$ cat src/rtl/rtb_pkg.sv
// Shared types for the busy resolver.
package rtb_pkg;
    // Host configuration image: global busy control and receive-while-busy option
    typedef struct packed {
        logic busy_n;       // global busy, active low
        logic store_busy;   // 1 = keep data words of a busy receive
    } rtb_cfg_t;
endpackage

$ cat src/rtl/rtb_cfg.sv
// Host configuration register and auto-boot busy state.
// Assumes autoboot_en is steady while rst_n is low; the boot state is cleared
// by the first configuration write.
module rtb_cfg
    import rtb_pkg::*;
(
    input  logic     clk,
    input  logic     rst_n,
    input  logic     autoboot_en,
    input  logic     cfg_wr,
    input  logic     cfg_busy_n,
    input  logic     cfg_store_busy,
    output rtb_cfg_t cfg_q,
    output logic     boot_busy
);
    // Load the configuration on a host write; load the boot state while in reset
    always_ff @(posedge clk) begin
        if (!rst_n) begin
            cfg_q.busy_n     <= 1'b1;
            cfg_q.store_busy <= 1'b0;
            boot_busy        <= autoboot_en;
        end else if (cfg_wr) begin
            cfg_q.busy_n     <= cfg_busy_n;
            cfg_q.store_busy <= cfg_store_busy;
            boot_busy        <= 1'b0;
        end
    end
endmodule

$ cat src/rtl/rtb_lut.sv
// Per-command busy table, one bit for each {bcast, tr, subaddr} index.
// Assumes a single write port; reads are combinational and return the old
// contents when a write happens in the same cycle.
module rtb_lut #(
    parameter int IDX_W = 7,
    localparam int DEPTH = 1 << IDX_W
) (
    input  logic             clk,
    input  logic             rst_n,
    input  logic             wr_en,
    input  logic [IDX_W-1:0] wr_idx,
    input  logic             wr_bit,
    input  logic [IDX_W-1:0] rd_idx,
    output logic             rd_bit
);
    logic [DEPTH-1:0] mem_q;

    // Clear every entry in reset, otherwise write the addressed entry
    always_ff @(posedge clk) begin
        if (!rst_n) begin
            mem_q <= '0;
        end else if (wr_en) begin
            mem_q[wr_idx] <= wr_bit;
        end
    end

    // Look up the entry for the current command
    always_comb rd_bit = mem_q[rd_idx];
endmodule

$ cat src/rtl/rtb_decide.sv
// Merges the busy sources and registers the response flags one clock after the
// strobe. Between strobes the flags hold their values and valid drops.
module rtb_decide
    import rtb_pkg::*;
(
    input  logic     clk,
    input  logic     rst_n,
    input  logic     cmd_stb,
    input  logic     cmd_bcast,
    input  logic     cmd_tr,
    input  logic     cmd_mode,
    input  rtb_cfg_t cfg_q,
    input  logic     boot_busy,
    input  logic     tbl_hit,
    output logic     rsp_valid,
    output logic     rsp_busy,
    output logic     rsp_no_tx_data,
    output logic     rsp_store_rx
);
    logic busy_d;
    logic store_d;

    // Busy is the OR of the gated global control, the table entry and the boot state
    always_comb busy_d = (!cfg_q.busy_n && !cmd_bcast) || tbl_hit || boot_busy;

    // Receive data is kept when idle, for mode codes, or when the option says so
    always_comb store_d = !cmd_tr && (!busy_d || cmd_mode || cfg_q.store_busy);

    // Capture the response on a strobe
    always_ff @(posedge clk) begin
        if (!rst_n) begin
            rsp_valid      <= 1'b0;
            rsp_busy       <= 1'b0;
            rsp_no_tx_data <= 1'b0;
            rsp_store_rx   <= 1'b0;
        end else begin
            rsp_valid <= cmd_stb;
            if (cmd_stb) begin
                rsp_busy       <= busy_d;
                rsp_no_tx_data <= busy_d && cmd_tr;
                rsp_store_rx   <= store_d;
            end
        end
    end
endmodule

$ cat src/rtl/rt_busy_resolver.sv
// Top level of the busy resolver: configuration, per-command table and the
// registered decision. Assumes the command fields are valid with cmd_stb.
module rt_busy_resolver
    import rtb_pkg::*;
#(
    parameter int SA_W = 5,
    localparam int IDX_W = SA_W + 2
) (
    input  logic             clk,
    input  logic             rst_n,
    input  logic             autoboot_en,
    input  logic             cfg_wr,
    input  logic             cfg_busy_n,
    input  logic             cfg_store_busy,
    input  logic             tbl_wr,
    input  logic [IDX_W-1:0] tbl_idx,
    input  logic             tbl_bit,
    input  logic             cmd_stb,
    input  logic             cmd_bcast,
    input  logic             cmd_tr,
    input  logic [SA_W-1:0]  cmd_subaddr,
    input  logic             cmd_mode,
    output logic             rsp_valid,
    output logic             rsp_busy,
    output logic             rsp_no_tx_data,
    output logic             rsp_store_rx
);
    rtb_cfg_t         cfg_q;
    logic             boot_busy;
    logic             tbl_hit;
    logic [IDX_W-1:0] cmd_idx;

    // Table index: broadcast on top, then direction, then subaddress
    always_comb cmd_idx = {cmd_bcast, cmd_tr, cmd_subaddr};

    rtb_cfg u_cfg (
        .clk            (clk),
        .rst_n          (rst_n),
        .autoboot_en    (autoboot_en),
        .cfg_wr         (cfg_wr),
        .cfg_busy_n     (cfg_busy_n),
        .cfg_store_busy (cfg_store_busy),
        .cfg_q          (cfg_q),
        .boot_busy      (boot_busy)
    );

    rtb_lut #(.IDX_W(IDX_W)) u_lut (
        .clk    (clk),
        .rst_n  (rst_n),
        .wr_en  (tbl_wr),
        .wr_idx (tbl_idx),
        .wr_bit (tbl_bit),
        .rd_idx (cmd_idx),
        .rd_bit (tbl_hit)
    );

    rtb_decide u_dec (
        .clk            (clk),
        .rst_n          (rst_n),
        .cmd_stb        (cmd_stb),
        .cmd_bcast      (cmd_bcast),
        .cmd_tr         (cmd_tr),
        .cmd_mode       (cmd_mode),
        .cfg_q          (cfg_q),
        .boot_busy      (boot_busy),
        .tbl_hit        (tbl_hit),
        .rsp_valid      (rsp_valid),
        .rsp_busy       (rsp_busy),
        .rsp_no_tx_data (rsp_no_tx_data),
        .rsp_store_rx   (rsp_store_rx)
    );
endmodule

$ cat config.mk
export PLATFORM = sky130hd
export DESIGN_NAME = rt_busy_resolver
export DESIGN_NICKNAME = d
export VERILOG_FILES = /design/src/rtl/rtb_pkg.sv /design/src/rtl/rtb_cfg.sv /design/src/rtl/rtb_lut.sv /design/src/rtl/rtb_decide.sv /design/src/rtl/rt_busy_resolver.sv
export SDC_FILE = /design/constraint.sdc
export NUM_CORES = 1
export LEC_CHECK = 0
export ABC_AREA = 1
export BUFFER_PORTS_ARGS = -buffer_cell sky130_fd_sc_hd__buf_2
export CAP_MARGIN = 20
export CORE_ASPECT_RATIO = 0.8
export CORE_MARGIN = 4
export CORE_UTILIZATION = 53
export CTS_CLUSTER_SIZE = 20
export DETAILED_ROUTE_END_ITERATION = 10
export GPL_TIMING_DRIVEN = 0
export PLACE_DENSITY = 0.74
export SLEW_MARGIN = 20
export SYNTH_ARGS = -nofsm -noshare
export SYNTH_HDL_FRONTEND = slang
export SYNTH_HIERARCHICAL = 1
export SYNTH_SLANG_ARGS = --single-unit
$ cat constraint.sdc
create_clock -name clk -period 2 [get_ports clk]
set_input_delay 0.1 -clock clk [delete_from_list [all_inputs] [get_ports clk]]
set_output_delay 0.1 -clock clk [all_outputs]
set_load 0.05 [all_outputs]
==> parameters.txt <==
Parameter                              Value

Final layout
  Final instance count without filler cells ... 1,213
  Filler Cells Inserted ... 1,140
  Total number of nets in the final design ... 1,054
  Post-layout instance area ... 7760 sq um
  Number of inserted diodes ... 0
  Proportion of layout cells with a drive suffix above 1 ... 11.3%
  Synth-to-layout area growth ... 15.4%

Die
  Floorplan row count ... 36
  Y dimension of the die ... 109 microns
  Core area ... 12,300 sq um
  Die Width ... 134 microns
  Number of top-level design ports ... 28
  Die ar. ... 14,600 sq um
  Starting density of the core ... 54.7%

Synthesis
  Syn Std Cell Area ... 6730 sq um
  Largest area contributor in the netlist ... sky130_fd_sc_hd__dfxtp_1
  Cell variety after synth ... 20
  Number of nets produced by synthesis ... 1,003
  Seq cells post-synth ... 135
  Largest cells by area after synthesis ... sky130_fd_sc_hd__dfxtp_1 (40%), sky130_fd_sc_hd__nand3_1 (14%), sky130_fd_sc_hd__a21oi_1 (9.7%)
  Fraction of registers with async set or reset after synthesis ... 0%
  Count of flip-flops with a built-in enable after synthesis ... 1
  Most frequent cells after synthesis ... sky130_fd_sc_hd__nand3_1 (193), sky130_fd_sc_hd__nand2_1 (165), sky130_fd_sc_hd__dfxtp_1 (134), sky130_fd_sc_hd__a21oi_1 (130), sky130_fd_sc_hd__nor3_1 (112)
  Fraction of synthesized cell area taken by the top area cell type ... 39.9%
  Portion of the post-synthesis area used by sequential elements ... 40.3%
  Top flip-flop cell by instance count after synthesis ... sky130_fd_sc_hd__dfxtp_1
  Mean Syn Cell Area ... 6.87 sq um
  Cell with the most instances after synthesis ... sky130_fd_sc_hd__nand3_1
  Synth Warn # ... 6
  Post-synthesis instance total ... 979

Power and ir drop
  Sequential fraction of design power ... 41.1%
  Leakage power summed over all cells ... 2.62 nW
  Internal Power ... 4.90 mW
  Switching fraction of total power ... 25.9%
  Share of power burned in the clock network ... 48.7%
  Power, Total ... 6.61 mW
  Net Sw Power ... 1.72 mW
  Peak ir drop on the vdd network ... 0.660 mV
  Proportion of power drawn by combinational gates ... 10.1%
  Total power divided by cell area ... 852 nW/um^2

STA
  Post-route worst setup slack ... 0.0814 ns
  Tightest Pin Transition ... 0.870 ns
  Unrepaired setup endpoints after global routing ... no
  Headroom to the max-slew limit ... 42.0%
  Crit path time final ... 1.92 ns
  Highest Clock Rate ... 521 MHz
  Setup TNS ... 0 ns
  Number of setup violations in the final report ... 0
  Total count of max-transition violations in the final report ... 0
  Worst Skew ... 0.00743 ns
  Final hold viol count ... 0
  Final cycle utilization of the critical path ... 95.9%

Place
  Post-detail-place hpwl ... 16,500 microns
  Placer congestion estimate ... 1.01
  Post-placement cell area ... 7060 sq um
  Placed Instances ... 1,173
  Port Buffer Count ... 23
  DP Worst Slack ... -0.285 ns

Detailed routing
  Initial detailed-routing violation count ... 1,334
  # DRC ... 0
  Initial DRT Pass Iterations ... 11
  Number of vias after detailed routing ... 7,659
  Post-DR wirelength/cell ... 21.6 microns
  Total wire length after detailed routing ... 26,200 microns
  Number of vias per cell after detailed routing ... 6.31
  Antenna Violating Nets Remaining ... 0

Global route
  Remaining global-route overflow ... 0
  First-pass GRT wire length ... 39,500 microns
  GRT Util Overall ... 35.9%
  Initial antenna violation count ... 0
  Largest net degree at the start of global routing ... 17
  Number of global-route vias before repair ... 6,947

Clocking
  Clk buf depth ... 2
  Clock-pin slew of the registers on the worst-case setup and hold paths ... 0.06 ns
  Clock root buffer ... sky130_fd_sc_hd__clkbuf_16
  Total number of clock tree sinks ... 135
  Post CTS Setup Buffer Count ... 0
  Clock tree from TritonCTS ... done
  Number of buffers created by CTS ... 17
  Maximum level of the CTS H-tree ... 4
  Clock network latency to the later pin of the worst-skew pair ... 0.43 ns

Worst setup path
  Crit. End Element ... register
  Maximum fanout along the worst path ... 9
  Critical path type ... in2reg
  Worst Setup Start Kind ... primary input
  Worst EP required ... 2.32 ns
  Critical path arrival ... 2.24 ns

Min path
  Classification of the worst-slack hold path ... in2reg

Run
  Count of maximum capacitance violations ... 0

Status
  Run status ... complete, no violations
## state kept, by name, indices dropped and copies added (netlist names)
name                  cells
u_dec/rsp_no_tx_data      1
u_dec/rsp_busy            1
u_cfg/boot_busy           1
u_dec/rsp_valid           1
u_cfg/cfg_q               2
u_dec/rsp_store_rx        1
u_lut/mem_q             128
## critical path, stage by stage
cell and delay, ns:
sky130_fd_sc_hd__clkbuf_1 0.61, sky130_fd_sc_hd__inv_1 0.52, sky130_fd_sc_hd__nand3_1 0.23, sky130_fd_sc_hd__nand2_1 0.17
sky130_fd_sc_hd__nand2_1 0.10, sky130_fd_sc_hd__nand3_1 0.07, sky130_fd_sc_hd__nand2_1 0.06, sky130_fd_sc_hd__nand2_1 0.04
sky130_fd_sc_hd__nand2_1 0.06, sky130_fd_sc_hd__nor2_1 0.04, sky130_fd_sc_hd__nand2_1 0.08, sky130_fd_sc_hd__nand2_1 0.05
sky130_fd_sc_hd__nand2_1 0.07, sky130_fd_sc_hd__a21oi_2 0.05
## area by class of cell
| class | instances | area, sq um | share of cell area, % |
|---|---|---|---|
| Buffer | 68 | 373 | 4.80 |
| Clock buffer | 25 | 517 | 6.66 |
| Clock inverter | 6 | 87.6 | 1.13 |
| Inverter | 62 | 233 | 3.00 |
| Multi-Input combinational cell | 714 | 3420 | 44.1 |
| Sequential cell | 135 | 2710 | 34.9 |
| Tap cell | 171 | 214 | 2.76 |
| Timing Repair Buffer | 32 | 205 | 2.64 |
## worst paths after layout
path                                      startpoint                    to  slack [ns]  cells after the start
worst min register to register  u_dec/rsp_no_tx_data  u_dec/rsp_no_tx_data        0.46                      2
worst min-delay path                          cmd_tr    u_dec/rsp_store_rx        0.01                      4
worst max register to register       u_lut/mem_q[74]    u_dec/rsp_store_rx        0.38                     15
worst max-delay path                  cmd_subaddr[3]    u_dec/rsp_store_rx        0.08                     14
## through the flow
| step | hold WS [ns] | util, % |
|---|---|---|
| finish | 0.0131 | 63.1 |
| global route | 0.0304 | 63.1 |
| CTS | 0.00644 | 63.0 |
| detailed placement | 0.318 | 57.4 |
| global placement | 0.317 | 57.4 |
| floorplan | 0.184 | - |
## logic make-up after synthesis
| family | after synthesis | share of synthesized area [%] |
|---|---|---|
| AO/OA/AOI/OAI | 208 | 15.5 |
| buffers and inverters | 130 | 8.83 |
| flip-flops | 135 | 40.3 |
| AND/OR/NAND/NOR | 506 | 35.3 |
## cells in the final DEF (no fill, tap or decap)
master                            n
sky130_fd_sc_hd__a21oi_1        130
sky130_fd_sc_hd__a21oi_2          1
sky130_fd_sc_hd__buf_1            1
sky130_fd_sc_hd__buf_2           33
sky130_fd_sc_hd__buf_4            1
sky130_fd_sc_hd__buf_6           12
sky130_fd_sc_hd__bufinv_16        2
sky130_fd_sc_hd__clkbuf_1        38
sky130_fd_sc_hd__clkbuf_16       18
sky130_fd_sc_hd__clkbuf_2         9
sky130_fd_sc_hd__clkbuf_8         4
sky130_fd_sc_hd__clkinv_2         2
sky130_fd_sc_hd__clkinv_4         2
sky130_fd_sc_hd__dfxtp_1        134
sky130_fd_sc_hd__dlygate4sd3_1    9
sky130_fd_sc_hd__edfxtp_1         1
sky130_fd_sc_hd__inv_1           47
sky130_fd_sc_hd__inv_2           15
sky130_fd_sc_hd__nand2_1        165
sky130_fd_sc_hd__nand3_1        193
sky130_fd_sc_hd__nor2_1          17
sky130_fd_sc_hd__nor2_2           9
sky130_fd_sc_hd__nor2_4           8
sky130_fd_sc_hd__nor3_1         112
sky130_fd_sc_hd__nor3_2           2
sky130_fd_sc_hd__o21ai_0         62
sky130_fd_sc_hd__o21ai_1         15
## layer usage
metal | track usage, % | part of all wire (%) | vias to the layer above
met1 | 47.8 | 38 | 3386
met3 | 12.2 | 16 | 138
met4 | 18.9 | 5.9 | 0
met2 | 51.5 | 40 | 665
li1 | - | - | 3470
met5 | 0 | 0 | -
## timing repair
action	CTS	global route
gates resized for setup	0	18
setup endpoints to repair	0	3
hold buffers	9	0
endpoints found under the hold margin	7	0
## power groups by stage
stage	Combinational, mW	Clock [mW]	Sequential, mW
floorplan	0.355	0	2.80
CTS	0.629	3.22	2.72
detailed placement	0.611	0	2.78
global route	0.687	3.34	2.72
global placement	0.611	0	2.78
finish	0.671	3.22	2.72
Power figures use the tool's default switching activity.
